[src/rtl/pwrseq_pkg.sv]
// Shared definitions for the power-up sequencer.
// Assumes: the power-control word is 32 bits wide and its field positions are fixed.
package pwrseq_pkg;

    localparam int CTL_W       = 32;
    localparam int BOOT_SHIFT  = 4;

    // power-control word field positions
    localparam int B_STBY_N    = 18;
    localparam int B_RET_N     = 19;
    localparam int B_CLAMP_IO  = 20;
    localparam int B_CLAMP_WL  = 21;
    localparam int B_CLAMP_QMC = 22;
    localparam int B_HS_ON     = 24;
    localparam int B_LDO_BYP   = 25;

    // power-off value: all clamps engaged, everything else off
    localparam logic [CTL_W-1:0] CTL_OFF =
        (CTL_W'(1) << B_CLAMP_IO) | (CTL_W'(1) << B_CLAMP_WL) | (CTL_W'(1) << B_CLAMP_QMC);

    typedef enum logic [4:0] {
        ST_IDLE,
        ST_ARM,
        ST_XO_ON,
        ST_XO_POLL,
        ST_HS_ON,
        ST_HS_SETTLE,
        ST_LDO,
        ST_QMC,
        ST_RET,
        ST_BANK_ON,
        ST_BANK_SETTLE,
        ST_WL,
        ST_IO,
        ST_REL,
        ST_CLK,
        ST_GO,
        ST_DONE,
        ST_FAIL
    } seq_state_e;

endpackage

[src/rtl/pwrseq_wait_cnt.sv]
// Tick counter shared by the clock-ready poll and the settle waits.
// Counts us_tick pulses while a wait state is active and clears otherwise.
// Assumes: the controller leaves a wait state before the counter can wrap.
module pwrseq_wait_cnt #(
    parameter int CNT_W = 8
) (
    input  logic             clk,
    input  logic             rst_n,
    input  logic             clr,
    input  logic             tick,
    output logic [CNT_W-1:0] cnt
);

    // count ticks inside a wait, restart at zero outside
    always_ff @(posedge clk) begin
        if (!rst_n) begin
            cnt <= '0;
        end else if (clr) begin
            cnt <= '0;
        end else if (tick) begin
            cnt <= cnt + CNT_W'(1);
        end
    end

endmodule

[src/rtl/pwrseq_bank_ctrl.sv]
// Memory bank power switches, turned on one per step from the top index down.
// Assumes: load comes with an accepted start; set_en and dec never coincide with load.
module pwrseq_bank_ctrl #(
    parameter int N_BANKS = 20,
    parameter int IDX_W   = 5
) (
    input  logic               clk,
    input  logic               rst_n,
    input  logic               load,
    input  logic               set_en,
    input  logic               dec,
    output logic [N_BANKS-1:0] mem_pwr,
    output logic               last
);

    logic [IDX_W-1:0] idx;

    // bank pointer: starts at the highest bank, steps down after each settle
    always_ff @(posedge clk) begin
        if (!rst_n) begin
            idx <= IDX_W'(N_BANKS - 1);
        end else if (load) begin
            idx <= IDX_W'(N_BANKS - 1);
        end else if (dec) begin
            idx <= idx - IDX_W'(1);
        end
    end

    assign last = (idx == '0);

    // one switch flop per bank, set when the pointer selects it
    for (genvar g = 0; g < N_BANKS; g++) begin : g_bank
        always_ff @(posedge clk) begin
            if (!rst_n) begin
                mem_pwr[g] <= 1'b0;
            end else if (set_en && (idx == IDX_W'(g))) begin
                mem_pwr[g] <= 1'b1;
            end
        end
    end

endmodule

[src/rtl/pwrseq_fsm.sv]
// Step controller of the sequencer: one output step per state, waits on us_tick.
// Assumes: wait_cnt counts ticks since the current wait state was entered.
module pwrseq_fsm
    import pwrseq_pkg::*;
#(
    parameter int POLL_MAX  = 200,
    parameter int SETTLE_US = 1,
    parameter int CNT_W     = 8
) (
    input  logic             clk,
    input  logic             rst_n,
    input  logic             start,
    input  logic             us_tick,
    input  logic             xo_clkoff,
    input  logic [CNT_W-1:0] wait_cnt,
    input  logic             bank_last,
    output seq_state_e       state,
    output logic             accept,
    output logic             wait_active,
    output logic             bank_set,
    output logic             bank_dec
);

    localparam logic [CNT_W-1:0] POLL_LAST   = CNT_W'(POLL_MAX - 1);
    localparam logic [CNT_W-1:0] SETTLE_LAST = CNT_W'(SETTLE_US - 1);

    seq_state_e nxt;
    logic       resting;
    logic       settle_hit;

    assign resting     = (state == ST_IDLE) || (state == ST_DONE) || (state == ST_FAIL);
    assign accept      = start && resting;
    assign settle_hit  = us_tick && (wait_cnt == SETTLE_LAST);
    assign wait_active = (state == ST_XO_POLL) || (state == ST_HS_SETTLE) ||
                         (state == ST_BANK_SETTLE);
    assign bank_set    = (state == ST_BANK_ON);
    assign bank_dec    = (state == ST_BANK_SETTLE) && settle_hit && !bank_last;

    // next step of the power-up order
    always_comb begin
        nxt = state;
        unique case (state)
            ST_IDLE, ST_DONE, ST_FAIL: if (start) nxt = ST_ARM;
            ST_ARM:        nxt = ST_XO_ON;
            ST_XO_ON:      nxt = ST_XO_POLL;
            ST_XO_POLL: begin
                if (us_tick) begin
                    if (!xo_clkoff) begin
                        nxt = ST_HS_ON;
                    end else if (wait_cnt == POLL_LAST) begin
                        nxt = ST_FAIL;
                    end
                end
            end
            ST_HS_ON:      nxt = ST_HS_SETTLE;
            ST_HS_SETTLE:  if (settle_hit) nxt = ST_LDO;
            ST_LDO:        nxt = ST_QMC;
            ST_QMC:        nxt = ST_RET;
            ST_RET:        nxt = ST_BANK_ON;
            ST_BANK_ON:    nxt = ST_BANK_SETTLE;
            ST_BANK_SETTLE: begin
                if (settle_hit) nxt = bank_last ? ST_WL : ST_BANK_ON;
            end
            ST_WL:         nxt = ST_IO;
            ST_IO:         nxt = ST_REL;
            ST_REL:        nxt = ST_CLK;
            ST_CLK:        nxt = ST_GO;
            ST_GO:         nxt = ST_DONE;
            default:       nxt = ST_IDLE;
        endcase
    end

    // state register
    always_ff @(posedge clk) begin
        if (!rst_n) begin
            state <= ST_IDLE;
        end else begin
            state <= nxt;
        end
    end

endmodule

[src/rtl/pwrseq_top.sv]
// Processor power-up sequencer top: holds the power-control word, reset and
// clock controls and the boot vector, and applies each step the controller selects.
// Assumes: us_tick is a single-cycle pulse; xo_clkoff is synchronous to clk.
module pwrseq_top
    import pwrseq_pkg::*;
#(
    parameter int N_BANKS   = 20,
    parameter int POLL_MAX  = 200,
    parameter int SETTLE_US = 1,
    parameter int ADDR_W    = 32
) (
    input  logic                         clk,
    input  logic                         rst_n,
    input  logic                         start,
    input  logic [ADDR_W-1:0]            boot_addr,
    input  logic                         us_tick,
    input  logic                         xo_clkoff,
    output logic [ADDR_W-BOOT_SHIFT-1:0] boot_vec,
    output logic                         xo_en,
    output logic                         core_rst,
    output logic                         bus_rst_en,
    output logic                         core_stop,
    output logic                         core_clk_en,
    output logic                         hs_on,
    output logic                         ldo_byp,
    output logic                         qmc_clamp,
    output logic                         wl_clamp,
    output logic                         io_clamp,
    output logic                         l2_stby_n,
    output logic                         slp_ret_n,
    output logic [N_BANKS-1:0]           mem_pwr,
    output logic                         done,
    output logic                         err
);

    localparam int CNT_LIM = (POLL_MAX > SETTLE_US) ? POLL_MAX : SETTLE_US;
    localparam int CNT_W   = $clog2(CNT_LIM + 1);
    localparam int IDX_W   = (N_BANKS > 1) ? $clog2(N_BANKS) : 1;
    localparam int VEC_W   = ADDR_W - BOOT_SHIFT;

    seq_state_e       state;
    logic             accept;
    logic             wait_active;
    logic             bank_set;
    logic             bank_dec;
    logic             bank_last;
    logic [CNT_W-1:0] wait_cnt;
    logic [CTL_W-1:0] pwr_ctl;
    logic [VEC_W-1:0] vec_q;
    logic             rst_core_q, rst_bus_q, stop_q, xo_en_q, clk_en_q;
    logic             ctl_unused;
    logic             addr_unused;

    pwrseq_fsm #(
        .POLL_MAX (POLL_MAX),
        .SETTLE_US(SETTLE_US),
        .CNT_W    (CNT_W)
    ) u_fsm (
        .clk        (clk),
        .rst_n      (rst_n),
        .start      (start),
        .us_tick    (us_tick),
        .xo_clkoff  (xo_clkoff),
        .wait_cnt   (wait_cnt),
        .bank_last  (bank_last),
        .state      (state),
        .accept     (accept),
        .wait_active(wait_active),
        .bank_set   (bank_set),
        .bank_dec   (bank_dec)
    );

    pwrseq_wait_cnt #(
        .CNT_W(CNT_W)
    ) u_wait (
        .clk  (clk),
        .rst_n(rst_n),
        .clr  (!wait_active),
        .tick (us_tick),
        .cnt  (wait_cnt)
    );

    pwrseq_bank_ctrl #(
        .N_BANKS(N_BANKS),
        .IDX_W  (IDX_W)
    ) u_bank (
        .clk    (clk),
        .rst_n  (rst_n),
        .load   (accept),
        .set_en (bank_set),
        .dec    (bank_dec),
        .mem_pwr(mem_pwr),
        .last   (bank_last)
    );

    // boot vector captured on an accepted start
    always_ff @(posedge clk) begin
        if (!rst_n) begin
            vec_q <= '0;
        end else if (accept) begin
            vec_q <= boot_addr[ADDR_W-1:BOOT_SHIFT];
        end
    end

    // power-control word: head switch, bypass, clamps and retention per step
    always_ff @(posedge clk) begin
        if (!rst_n) begin
            pwr_ctl <= CTL_OFF;
        end else begin
            case (state)
                ST_HS_ON: pwr_ctl[B_HS_ON]     <= 1'b1;
                ST_LDO:   pwr_ctl[B_LDO_BYP]   <= 1'b1;
                ST_QMC:   pwr_ctl[B_CLAMP_QMC] <= 1'b0;
                ST_RET: begin
                    pwr_ctl[B_STBY_N] <= 1'b1;
                    pwr_ctl[B_RET_N]  <= 1'b1;
                end
                ST_WL:    pwr_ctl[B_CLAMP_WL]  <= 1'b0;
                ST_IO:    pwr_ctl[B_CLAMP_IO]  <= 1'b0;
                default: ;
            endcase
        end
    end

    // reset, stop and clock controls per step
    always_ff @(posedge clk) begin
        if (!rst_n) begin
            rst_core_q <= 1'b1;
            rst_bus_q  <= 1'b0;
            stop_q     <= 1'b1;
            xo_en_q    <= 1'b0;
            clk_en_q   <= 1'b0;
        end else begin
            case (state)
                ST_ARM: begin
                    rst_core_q <= 1'b1;
                    rst_bus_q  <= 1'b1;
                    stop_q     <= 1'b1;
                end
                ST_XO_ON: xo_en_q    <= 1'b1;
                ST_REL:   rst_core_q <= 1'b0;
                ST_CLK:   clk_en_q   <= 1'b1;
                ST_GO:    stop_q     <= 1'b0;
                default: ;
            endcase
        end
    end

    assign ctl_unused  = ^pwr_ctl;
    assign addr_unused = ^boot_addr[BOOT_SHIFT-1:0];

    assign boot_vec    = vec_q;
    assign xo_en       = xo_en_q;
    assign core_rst    = rst_core_q;
    assign bus_rst_en  = rst_bus_q;
    assign core_stop   = stop_q;
    assign core_clk_en = clk_en_q;
    assign hs_on       = pwr_ctl[B_HS_ON];
    assign ldo_byp     = pwr_ctl[B_LDO_BYP];
    assign qmc_clamp   = pwr_ctl[B_CLAMP_QMC];
    assign wl_clamp    = pwr_ctl[B_CLAMP_WL];
    assign io_clamp    = pwr_ctl[B_CLAMP_IO];
    assign l2_stby_n   = pwr_ctl[B_STBY_N];
    assign slp_ret_n   = pwr_ctl[B_RET_N];
    assign done        = (state == ST_DONE);
    assign err         = (state == ST_FAIL);

endmodule

[config.mk]
export PLATFORM = sky130hd
export DESIGN_NAME = pwrseq_top
export DESIGN_NICKNAME = d
export VERILOG_FILES = /design/src/rtl/pwrseq_pkg.sv /design/src/rtl/pwrseq_wait_cnt.sv /design/src/rtl/pwrseq_bank_ctrl.sv /design/src/rtl/pwrseq_fsm.sv /design/src/rtl/pwrseq_top.sv
export SDC_FILE = /design/constraint.sdc
export NUM_CORES = 1
export LEC_CHECK = 0
export ABC_AREA = 1
export BUFFER_PORTS_ARGS = -buffer_cell sky130_fd_sc_hd__buf_2
export CAP_MARGIN = 5
export CORE_UTILIZATION = 45
export CTS_BUF_LIST = sky130_fd_sc_hd__clkbuf_4 sky130_fd_sc_hd__clkbuf_8 sky130_fd_sc_hd__clkbuf_16
export CTS_CLUSTER_SIZE = 24
export DETAILED_ROUTE_END_ITERATION = 10
export PLACE_DENSITY = 0.74
export SYNTH_ARGS = -nofsm -noshare
export SYNTH_HDL_FRONTEND = slang
export SYNTH_HIERARCHICAL = 1
export SYNTH_SLANG_ARGS = --single-unit
[constraint.sdc]
create_clock -name clk -period 1.6 [get_ports clk]
set_input_delay 0.08 -clock clk [delete_from_list [all_inputs] [get_ports clk]]
set_output_delay 0.08 -clock clk [all_outputs]
set_load 0.02 [all_outputs]
* Word level (Yosys, flattened, before mapping) *
Cells that the tools add are included.

word-level totals
  bits in registers = 77
  bits of input ports = 37
  word-level logic and storage cells = 128

operators by class
  $add $sub $neg = 2
  equality and inequality tests = 42
  mux-type cells = 10
  bitwise gates (word level) = 1
  reductions and logical operators = 38

operators with widths
  operator             number
  $eq 5x4->1 const B   16
  $pmux 5 s16          1
  $eq 5x3->1 const B   8
  $eq 5x5->1 const B   6
  $mux 5               6
  $logic_and 1x1->1    24
  $eq 5x2->1 const B   4
  $eq 5x1->1 const B   2
  $logic_not 5->1      2
  $add 8x1->8 const B  1
  $eq 8x8->1 const B   1
  $logic_not 8->1      1
  $reduce_and 5->1     1
  $sub 5x1->5 const B  1
  $logic_or 1x1->1     4
  $ne 2x1->1 const B   2
  $ne 2x2->1 const B   2
  $pmux 1 s2           2
  $reduce_bool 2->1    2
  $ne 3x3->1 const B   1
  $reduce_or 3->1      1
  $mux 2               1
  $reduce_and 2->1     1
  $reduce_or 2->1      1
  2 further kinds      2

* Longest topological paths before layout *
Gate-level depths: netlist of run 1.

  depth after elaboration = 5
  mapped depth = 10
  mapped depth without buffers = 10

* By module *
Netlist of run 1, hierarchy kept.

by module, submodules not included
  module            instances  cells each  area each (um2)  sequential area each (um2)
  pwrseq_top        1          188         1,457.6          780.7
  pwrseq_bank_ctrl  1          132         1,012.2          500.5
  pwrseq_fsm        1          105         578.1            100.1
  pwrseq_wait_cnt   1          50          361.6            160.2

* Least setup slack after synthesis of run 1 *
Ideal clock, no wire load.

  path type = reg-to-reg
  start = register u_bank.idx[0]
  end = register u_bank.idx[3]
  data arrival time = 1.521 ns
  path slack = -0.036 ns
  stages on the path, launching flop included = 11
  path buffers = 0
  cell sequence = dfxtp_1 inv_1 ha_1 nand2_1 nor2_1 nor3_1 inv_1 nor2_1 nand3_1 nand2_1 nor2_1

between the ends
  word-level cells in the longest chain between the ends = 3
  elaborated cells on any way between the ends = 4
  those cells by class = 1 x add/sub; 3 x reduce/logical

RTL lines
  what                    line                    text
  from (decl)             pwrseq_bank_ctrl.sv:16  logic [IDX_W-1:0] idx;
  from (signal assigned)  pwrseq_bank_ctrl.sv:21  idx <= IDX_W'(N_BANKS - 1);
  from (signal assigned)  pwrseq_bank_ctrl.sv:23  idx <= IDX_W'(N_BANKS - 1);
  from (signal assigned)  pwrseq_bank_ctrl.sv:25  idx <= idx - IDX_W'(1);
  $logic_not 5->1         pwrseq_bank_ctrl.sv:29  assign last = (idx == '0);
  named net bank_last     pwrseq_top.sv:46        logic bank_last;
  $logic_not 1->1         pwrseq_fsm.sv:37        assign bank_dec = (state == ST_BANK_SETTLE) && settle_hit && !bank_last;
  $logic_and 1x1->1       pwrseq_fsm.sv:37
  named net bank_dec      pwrseq_top.sv:45        logic bank_dec;

The timed path passes the listed nets, and every way through them passes these cells.
A chain may end at the register's enable or synchronous reset.

* Worst setup path in the final report of run 1 *
  start = register u_fsm.state[2]
  end = output port done

between the ends
  word-level cells in the longest chain between the ends = 1

RTL lines
  what                    line               text
  from (decl)             pwrseq_fsm.sv:17   output seq_state_e state,
  from (signal assigned)  pwrseq_fsm.sv:78   state <= nxt;
  $eq 5x5->1              pwrseq_top.sv:165  assign done = (state == ST_DONE);
  to (decl)               pwrseq_top.sv:32   output logic done,

No other way between the ends.

==> impl_metrics.ini, run 1 <==
[clocking]
tritoncts_clock_tree = yes
htree_num_levels = 3
clock_slew_at_reported_path_ffs_ps = 70
clock_tree.root_cell = clkbuf_8
cts_inserted_buffers = 9
worstSkewPairLatency_ps = 340
cts-root-to-sink-buffers = 2
clkSinkCount = 77

[critical_path]
startpoint = u_fsm/state[2]
timing.critical_path.fanout_max = 7
worst_r2r_startpoint = u_fsm/state[4]
crit_arrival_ps = 1430
worstSetupPathType = reg2out
timing.critical_path.required_ps = 1520
worst_r2r_path_depth = 9
crit_path_end_kind = primary output
timing.critical_path.to = done
rrSetupSlack_ps = 90
critPathLaunchType = flip-flop
reg2reg_to = boot_vec[8]

[drt]
drt_first_iter_violations = 130
vias = 3508
drcViolationCount = 0
detail_route.vias_per_cell = 4.82
detailedRoute.firstPassIterationCount = 5
final_antenna_net_count = 0
average_wire_length_per_cell_after_detail_routing_um = 11.7
finalWirelength_mm = 8.51

[pwr]
power_density_nw_per_um2 = 1110
worst_vdd_rail_ir_drop_uv = 810
p_leak_uw = 0.00223

[timing]
worst-slew-pin-transition_ps = 348
hold_violation_count_in_the_final_report = 0
final_period_minus_worst_setup_slack_ps = 1510
finalMaxSlewViolations = 0
report.final.setup_viol = 0
clock-skew-final_ps = 11.0
timing.fmax_ghz = 0.661
timing.slew.headroom_pct = 76.8
hold-worst-slack_ps = 75.3
finalCritPeriodShare_pct = 94.6
totalNegativeSetupSlack_ps = 0

[yosys]
syn_nets = 518
synth_async_sr_flop_share_pct = 0
count_of_mapped_cells_out_of_synthesis = 475
ys_warn_count = 6
post_synth_num_cell_types = 30
synth_edf_count = 0
synth.ff_latch_count = 77
ys_seq_area_share_pct = 45.2
synth_flop_cell = dfxtp_1
post_synth.cell_area_avg_um2 = 7.18
post_synth_instance_area_um2 = 3410

[cells_and_area]
n_fill_cell = 657
final_core_util_pct = 64.4
most-common-layout-cells = 105 x nor2_1, 94 x buf_2, 73 x dfxtp_1, 60 x nand2_1, 52 x inv_1
layout.nets = 668
num_antenna_cells = 0
final_layout_size_suffix_gt1_share_pct = 29.3
finalNonFillerCells = 728
layout.cells.most_common = nor2_1
area_growth_syn_to_layout_pct = 37.7

[min_path]
holdCritStartpoint = us_tick
hold_removal_path_class = in2reg

[global_route]
grt_antenna_before_repair = 0
first_pass_grt_wire_length_mm = 13.6
grt.overflow.total = 0
first_global_vias = 3247
grtUsageTotal_pct = 21.8
maximum_number_of_pins_on_one_net_before_global_route_repair = 36

[place]
place.detailed.hpwl_mm = 5.58
place.detailed.instances = 682
gp_congestion = 0.835
portbufs = 94

[floorplanning]
initial_utilization_pct = 46.8
die_area_um2 = 7930
num_rows = 31
vert_die_dim_um = 89.0
floorplan.die.width_um = 89.0
io_pins = 99
coreArea_um2 = 7290

[flow_run]
drv_cap = 0

[outcome]
outcome = finished, final reports clean
-- sequential cells by signal (all words and copies together), names as in the netlist --
register	flops
boot_vec	28
u_bank/mem_pwr	20
u_wait/cnt	8
pwr_ctl	6
u_bank/idx	5
u_fsm/state	5
bus_rst_en	1
core_clk_en	1
core_rst	1
core_stop	1
xo_en	1
-- stage by stage --
stage	instance area, um2	setup slack [ps]	total power [uW]
2_1_floorplan	3410	43.2	3210
3_3_place_gp	4130	109	3570
3_5_place_dp	4130	60.9	3600
4_1_cts	4610	32.8	5120
5_1_grt	4690	-0.523	5510
6_report	4690	87.0	5220
-- metal layers --
metal,track usage [%],vias up,wire (um)
met5,0,-,0
met3,4.71,9,442
li1,-,1811,-
met1,26.4,1579,3800
met2,38.0,109,4190
met4,8.51,0,77
-- how the worst min path moves through the flow --
stage | to | slack (ps) | cells past startpoint
4_1_cts | u_wait/cnt[0] | 60 | 3
5_1_grt | u_wait/cnt[1] | 100 | 3
3_5_place_dp | boot_vec[0] | 310 | 3
6_report | u_wait/cnt[0] | 80 | 3
2_1_floorplan | u_wait/cnt[0] | 170 | 1
3_3_place_gp | boot_vec[12] | 300 | 3
-- worst max-delay path: stages (launching register included) --
cell     delay [ps]
dfxtp_2         360
buf_4           170
nor2_4          130
nand2_1          80
nor3_1          160
buf_2           200
-- report_power, final --
group          switching [uW]  internal (uW)
Combinational             936            558
Sequential                130           2130
Clock                     704            760
-- layout make-up --
type	count	area [um2]	share of cell area, %
Clock buffer	10	138	2.93
Clock inverter	5	60.1	1.28
Inverter	64	248	5.28
Multi-Input combinational cell	323	1590	33.8
Sequential cell	77	1550	33.0
Tap cell	99	124	2.64
Timing Repair Buffer	150	991	21.1
-- synthesized netlist by cell type (4+ instances only) --
master	instances	area, um2
ha_1	6	75.1
nor2_1	110	413
inv_1	54	203
inv_2	8	30.0
o21ai_0	19	95.1
nand2_1	61	229
nor2_2	9	56.3
nand3_2	5	50.1
nand4_1	7	43.8
nand2_2	4	25.0
nand3_1	37	185
o21ai_1	16	80.1
a21oi_1	31	155
nor3_1	7	35.0
buf_6	4	45.0
dfxtp_1	77	1540
-- timing repair --
action / in CTS / in global routing
resized for setup: 1 / 15
hold endpoints to repair: 28 / 0
setup buffers: 0 / 2
pin swaps: 0 / 2
cloned: 0 / 1
setup endpoints to repair: 2 / 39
hold buffers: 28 / 0
-- cell families (layout without fill, tap and decap cells) --
logic type / Yosys count / in the layout / share of synthesized area [%]
AOI/OAI and AO/OA: 72 / 72 / 11.0
adders and majority gates: 6 / 6 / 2.20
DFF: 77 / 77 / 45.2
and+or+nand+nor: 245 / 245 / 31.9
buffers and inverters: 75 / 229 / 9.61
No activity file was read; power rests on OpenSTA's default activity.
==> run 2, diff against run 1 <==
--- a/config.mk
+++ b/config.mk
@@ -8,11 +8,10 @@
 export ABC_AREA = 1
 export BUFFER_PORTS_ARGS = -buffer_cell sky130_fd_sc_hd__buf_2
 export CAP_MARGIN = 5
-export CORE_UTILIZATION = 45
+export CORE_UTILIZATION = 25
 export CTS_BUF_LIST = sky130_fd_sc_hd__clkbuf_4 sky130_fd_sc_hd__clkbuf_8 sky130_fd_sc_hd__clkbuf_16
 export CTS_CLUSTER_SIZE = 24
 export DETAILED_ROUTE_END_ITERATION = 10
-export PLACE_DENSITY = 0.74
 export SYNTH_ARGS = -nofsm -noshare
 export SYNTH_HDL_FRONTEND = slang
 export SYNTH_HIERARCHICAL = 1
==> run 2 against run 1 <==
Compared with the run above: worst hold slack better by 32 ps; combinational power hardly changed; design area is 4.9% higher; first-iteration DRC count is 6.9% higher; register-to-register slack better by 30 ps; count of clock-buffer cells in the layout is 1 higher; setup slack worse by 50 ps; sequential share of layout area is 1.6 points lower.
==> impl_metrics.ini, run 2 (same netlist as run 1, synthesis figures left out) <==
[cells_and_area]
final_layout_size_suffix_gt1_share_pct = 29.2
number_of_flip_flops_under_the_largest_register_name = 28
finalNonFillerCells = 812
area_growth_syn_to_layout_pct = 44.4
most-common-layout-cells = 106 x nor2_1, 93 x buf_2, 75 x dfxtp_1, 61 x nand2_1, 52 x inv_1
layout.nets = 675
num_antenna_cells = 0
layout.cells.most_common = nor2_1

[pwr]
power_density_nw_per_um2 = 1180
worst_vdd_rail_ir_drop_uv = 604
p_leak_uw = 0.00231

[global_route]
grt_antenna_before_repair = 0
first_pass_grt_wire_length_mm = 14.8
maximum_number_of_pins_on_one_net_before_global_route_repair = 34
grt.overflow.total = 0
first_global_vias = 3306
grtUsageTotal_pct = 13.0

[floorplanning]
io_pins = 99
initial_utilization_pct = 25.6
num_rows = 42
die_area_um2 = 14100
vert_die_dim_um = 119
coreArea_um2 = 13300
floorplan.die.width_um = 119

[timing]
finalMaxSlewViolations = 0
finalCritPeriodShare_pct = 97.7
grt_setup_unrepaired = yes
totalNegativeSetupSlack_ps = 0
report.final.setup_viol = 0
hold_violation_count_in_the_final_report = 0
worst-slew-pin-transition_ps = 375
clock-skew-final_ps = 3.65
timing.fmax_ghz = 0.640
timing.slew.headroom_pct = 75.0
final_period_minus_worst_setup_slack_ps = 1560

[clocking]
tritoncts_clock_tree = yes
cts-root-to-sink-buffers = 2
cts_inserted_buffers = 9
worstSkewPairLatency_ps = 330
clkSinkCount = 77
clock_tree.root_cell = clkbuf_16
clock_slew_at_reported_path_ffs_ps = 60
htree_num_levels = 3

[drt]
final_antenna_net_count = 0
drcViolationCount = 0
detail_route.vias_per_cell = 4.18
finalWirelength_mm = 8.88
vias = 3397
drt_first_iter_violations = 139
average_wire_length_per_cell_after_detail_routing_um = 10.9
detailedRoute.firstPassIterationCount = 4

[critical_path]
timing.critical_path.fanout_max = 6
worstSetupPathType = reg2out
worst_r2r_path_depth = 10
startpoint = u_fsm/state[2]
critPathLaunchType = flip-flop
crit_path_end_kind = primary output
timing.critical_path.required_ps = 1520
crit_arrival_ps = 1480
worst_r2r_startpoint = u_fsm/state[3]

[flow_run]
drv_cap = 0

[min_path]
holdCritStartpoint = us_tick
hold_removal_path_class = in2reg
holdPathStages = 3

[place]
portbufs = 94
place.detailed.instances = 767
gp_congestion = 0.816
place.detailed.hpwl_mm = 6.02

[outcome]
outcome = finished, final reports clean
## run 2: timing repair
item | 4_1_cts | 5_1_grt
gates resized for setup | 1 | 9
endpoints found under the setup margin | 2 | 37
hold endpoints to repair | 28 | 0
buffers inserted | 0 | 1
hold buffers | 28 | 0
pin swaps | 0 | 2
gates cloned | 0 | 1
## run 2: report_power, final
group	total [uW]	leakage (uW)	internal, uW	switching [uW]
Sequential	2250	0.000628	2130	119
Combinational	1500	0.00153	568	929
Clock	2070	0.000147	1280	790
## run 2: worst paths after layout
kind | to | slack, ps
worst max-delay path | err | 40
worst min-delay path | u_wait/cnt[0] | 110
worst max register to register | u_wait/cnt[1] | 120
worst min register to register | pwr_ctl[24] | 450
## run 2: per-layer routing
layer	GRT usage (%)	vias up	share of wire, %
met5	0	-	0
met2	21.1	83	44
met4	6.17	0	2.1
met1	16.0	1474	49
met3	3.47	13	4.8
li1	-	1827	-
## run 2: stage by stage
step | power (uW) | worst slack (ps) | util [%] | cell area (um2) | hold WS (ps)
6_report | 5810 | 37.0 | 37.0 | 4920 | 107
5_1_grt | 6160 | -55.2 | 37.0 | 4920 | 108
4_1_cts | 5830 | 6.28 | 36.6 | 4870 | 98.5
3_5_place_dp | 3650 | 45.9 | 32.3 | 4290 | 308
3_3_place_gp | 3650 | 59.0 | 32.3 | 4290 | 302
2_1_floorplan | 3210 | 43.2 | - | 3410 | 170
## run 2: worst max-delay path, cell delays in order, from the launching register on
cell,delay (ps)
dfxtp_2,360
buf_4,170
nor2_2,170
nand2_1,90
nor3_1,170
buf_2,200
## run 2: area by class of cell
type,instances,area [um2]
repair buffers,157,1050
clock buffers,11,253
fillers,1391,8370
flip-flops and latches,77,1540
multi-input cells,323,1570
clock inverters,4,47.5
well taps,176,220
inverters,64,248
==> run 3, diff against run 2 <==
--- a/config.mk
+++ b/config.mk
@@ -12,6 +12,7 @@
 export CTS_BUF_LIST = sky130_fd_sc_hd__clkbuf_4 sky130_fd_sc_hd__clkbuf_8 sky130_fd_sc_hd__clkbuf_16
 export CTS_CLUSTER_SIZE = 24
 export DETAILED_ROUTE_END_ITERATION = 10
+export PLACE_DENSITY = 0.44
 export SYNTH_ARGS = -nofsm -noshare
 export SYNTH_HDL_FRONTEND = slang
 export SYNTH_HIERARCHICAL = 1
==> run 3 against run 2 <==
Compared with the run above: count of clock-buffer cells in the layout rose by 2; setup slack gained 61 ps; global-route usage up 0.41 points; non-clock buffer count grew 3; largest cell class unchanged.
==> impl_metrics.ini, run 3 (same netlist as run 1, synthesis figures left out) <==
[drt]
average_wire_length_per_cell_after_detail_routing_um = 10.9
detail_route.vias_per_cell = 4.25
final_antenna_net_count = 0
finalWirelength_mm = 8.94
drcViolationCount = 0
vias = 3469
drt_first_iter_violations = 152
detailedRoute.firstPassIterationCount = 4

[global_route]
grt_busiest_layer = met2
grtUsageMet2_pct = 22.2
first_global_vias = 3410
gr-usage-met1_pct = 16.0
grt_antenna_before_repair = 0
grt.overflow.total = 0
grtUsageTotal_pct = 13.5
gr-usage-met3_pct = 4.92
maximum_number_of_pins_on_one_net_before_global_route_repair = 29
first_pass_grt_wire_length_mm = 15.2

[clocking]
clkSinkCount = 77
htree_num_levels = 3
cts_inserted_buffers = 9
cts-root-to-sink-buffers = 2
clock_tree.root_cell = clkbuf_16
worstSkewPairLatency_ps = 340
clock_slew_at_reported_path_ffs_ps = 50
tritoncts_clock_tree = yes

[critical_path]
crit_arrival_ps = 1420
timing.critical_path.cells = buf_4 -> nor2_4 -> nand2_2 -> nor3_4 -> buf_6
slowest_stage = dfxtp_4
max_stage_delay_ps = 380
timing.critical_path.required_ps = 1520
critPathLaunchType = flip-flop
crit_path_end_kind = primary output
worstSetupPathType = reg2out
timing.critical_path.fanout_max = 7

[timing]
final_period_minus_worst_setup_slack_ps = 1500
finalMaxSlewViolations = 0
clock-skew-final_ps = 6.56
finalCritPeriodShare_pct = 93.9
worst-slew-pin-transition_ps = 402
timing.slew.headroom_pct = 73.1
report.final.setup_viol = 0
hold_violation_count_in_the_final_report = 0
timing.fmax_ghz = 0.666
postLayoutSetupSlackWorst_ps = 97.8

[place]
place.detailed.hpwl_mm = 6.37
gp_congestion = 0.786
portbufs = 94
pre_cts_ws_ps = 49.8

[floorplanning]
floorplan.die.width_um = 119
initial_utilization_pct = 25.6
die_area_um2 = 14100
num_rows = 42
vert_die_dim_um = 119
io_pins = 99
coreArea_um2 = 13300

[cells_and_area]
final_core_util_pct = 37.9
number_of_flip_flops_under_the_largest_register_name = 28
final_layout_size_suffix_gt1_share_pct = 30.6
area_growth_syn_to_layout_pct = 47.7
most-common-layout-cells = 105 x nor2_1, 93 x buf_2, 72 x dfxtp_1, 60 x nand2_1, 53 x inv_1
num_antenna_cells = 0
layout.nets = 678
layout.cells.most_common = nor2_1
n_fill_cell = 1405

[pwr]
worst_vdd_rail_ir_drop_uv = 737
power_density_nw_per_um2 = 1200
p_leak_uw = 0.00235

[outcome]
outcome = finished, final reports clean

[min_path]
hold_removal_path_class = in2reg

[flow_run]
drv_cap = 0
-- run 3: worst paths after layout --
check,from,endpoint,slack (ps),cells past startpoint
max,u_fsm/state[2],err,100,5
min,us_tick,u_wait/cnt[1],90,3
max reg2reg,u_fsm/state[4],boot_vec[21],130,9
min reg2reg,u_bank/mem_pwr[3],u_bank/mem_pwr[3],450,2
-- run 3: routing by layer --
metal,vias up,part of all wire [%]
li1,1836,-
met3,9,6.7
met2,92,46
met4,0,1.4
met5,-,0
met1,1532,46
-- run 3: through the flow --
stage | setup TNS, ps | std cells | hold WS [ps] | instance area, um2 | total power (uW)
after global placement | 0 | 767 | 302 | 4300 | 3660
after detailed placement | 0 | 767 | 306 | 4300 | 3670
final | 0 | 816 | 85.1 | 5040 | 6020
after CTS | 0 | 811 | 76.5 | 4930 | 6040
after global routing | -21.9 | 816 | 93.2 | 5040 | 6390
after floorplan | 0 | 475 | 170 | 3410 | 3210
-- run 3: power breakdown --
group          total [uW]  leakage, uW  internal, uW  switching, uW
combinational        1510      0.00156           582            925
sequential           2250     0.000630          2130            119
clock                2260     0.000163          1490            773
total                6020      0.00235          4200           1820
-- run 3: layout make-up --
class | instances | area [um2] | share of cell area [%]
multi-input cells | 323 | 1600 | 31.8
flip-flops and latches | 77 | 1550 | 30.8
repair buffers | 160 | 1080 | 21.4
clock buffers | 13 | 268 | 5.32
inverters | 64 | 248 | 4.92
well taps | 176 | 220 | 4.37
clock inverters | 3 | 67.6 | 1.34
-- run 3: critical path, delay by kind of cell (launching register included) --
| kind | cells | cell delay, ps |
|---|---|---|
| flops | 1 | 380 |
| buf+inv | 2 | 310 |
| simple gates | 3 | 400 |
-- run 3: timing repair --
item                                   in CTS  in global routing
setup buffers                               0                  5
hold buffers                               28                  0
pin swaps                                   0                  5
gates resized for setup                     3                 20
setup endpoints to repair                   2                 47
endpoints found under the hold margin      28                  0
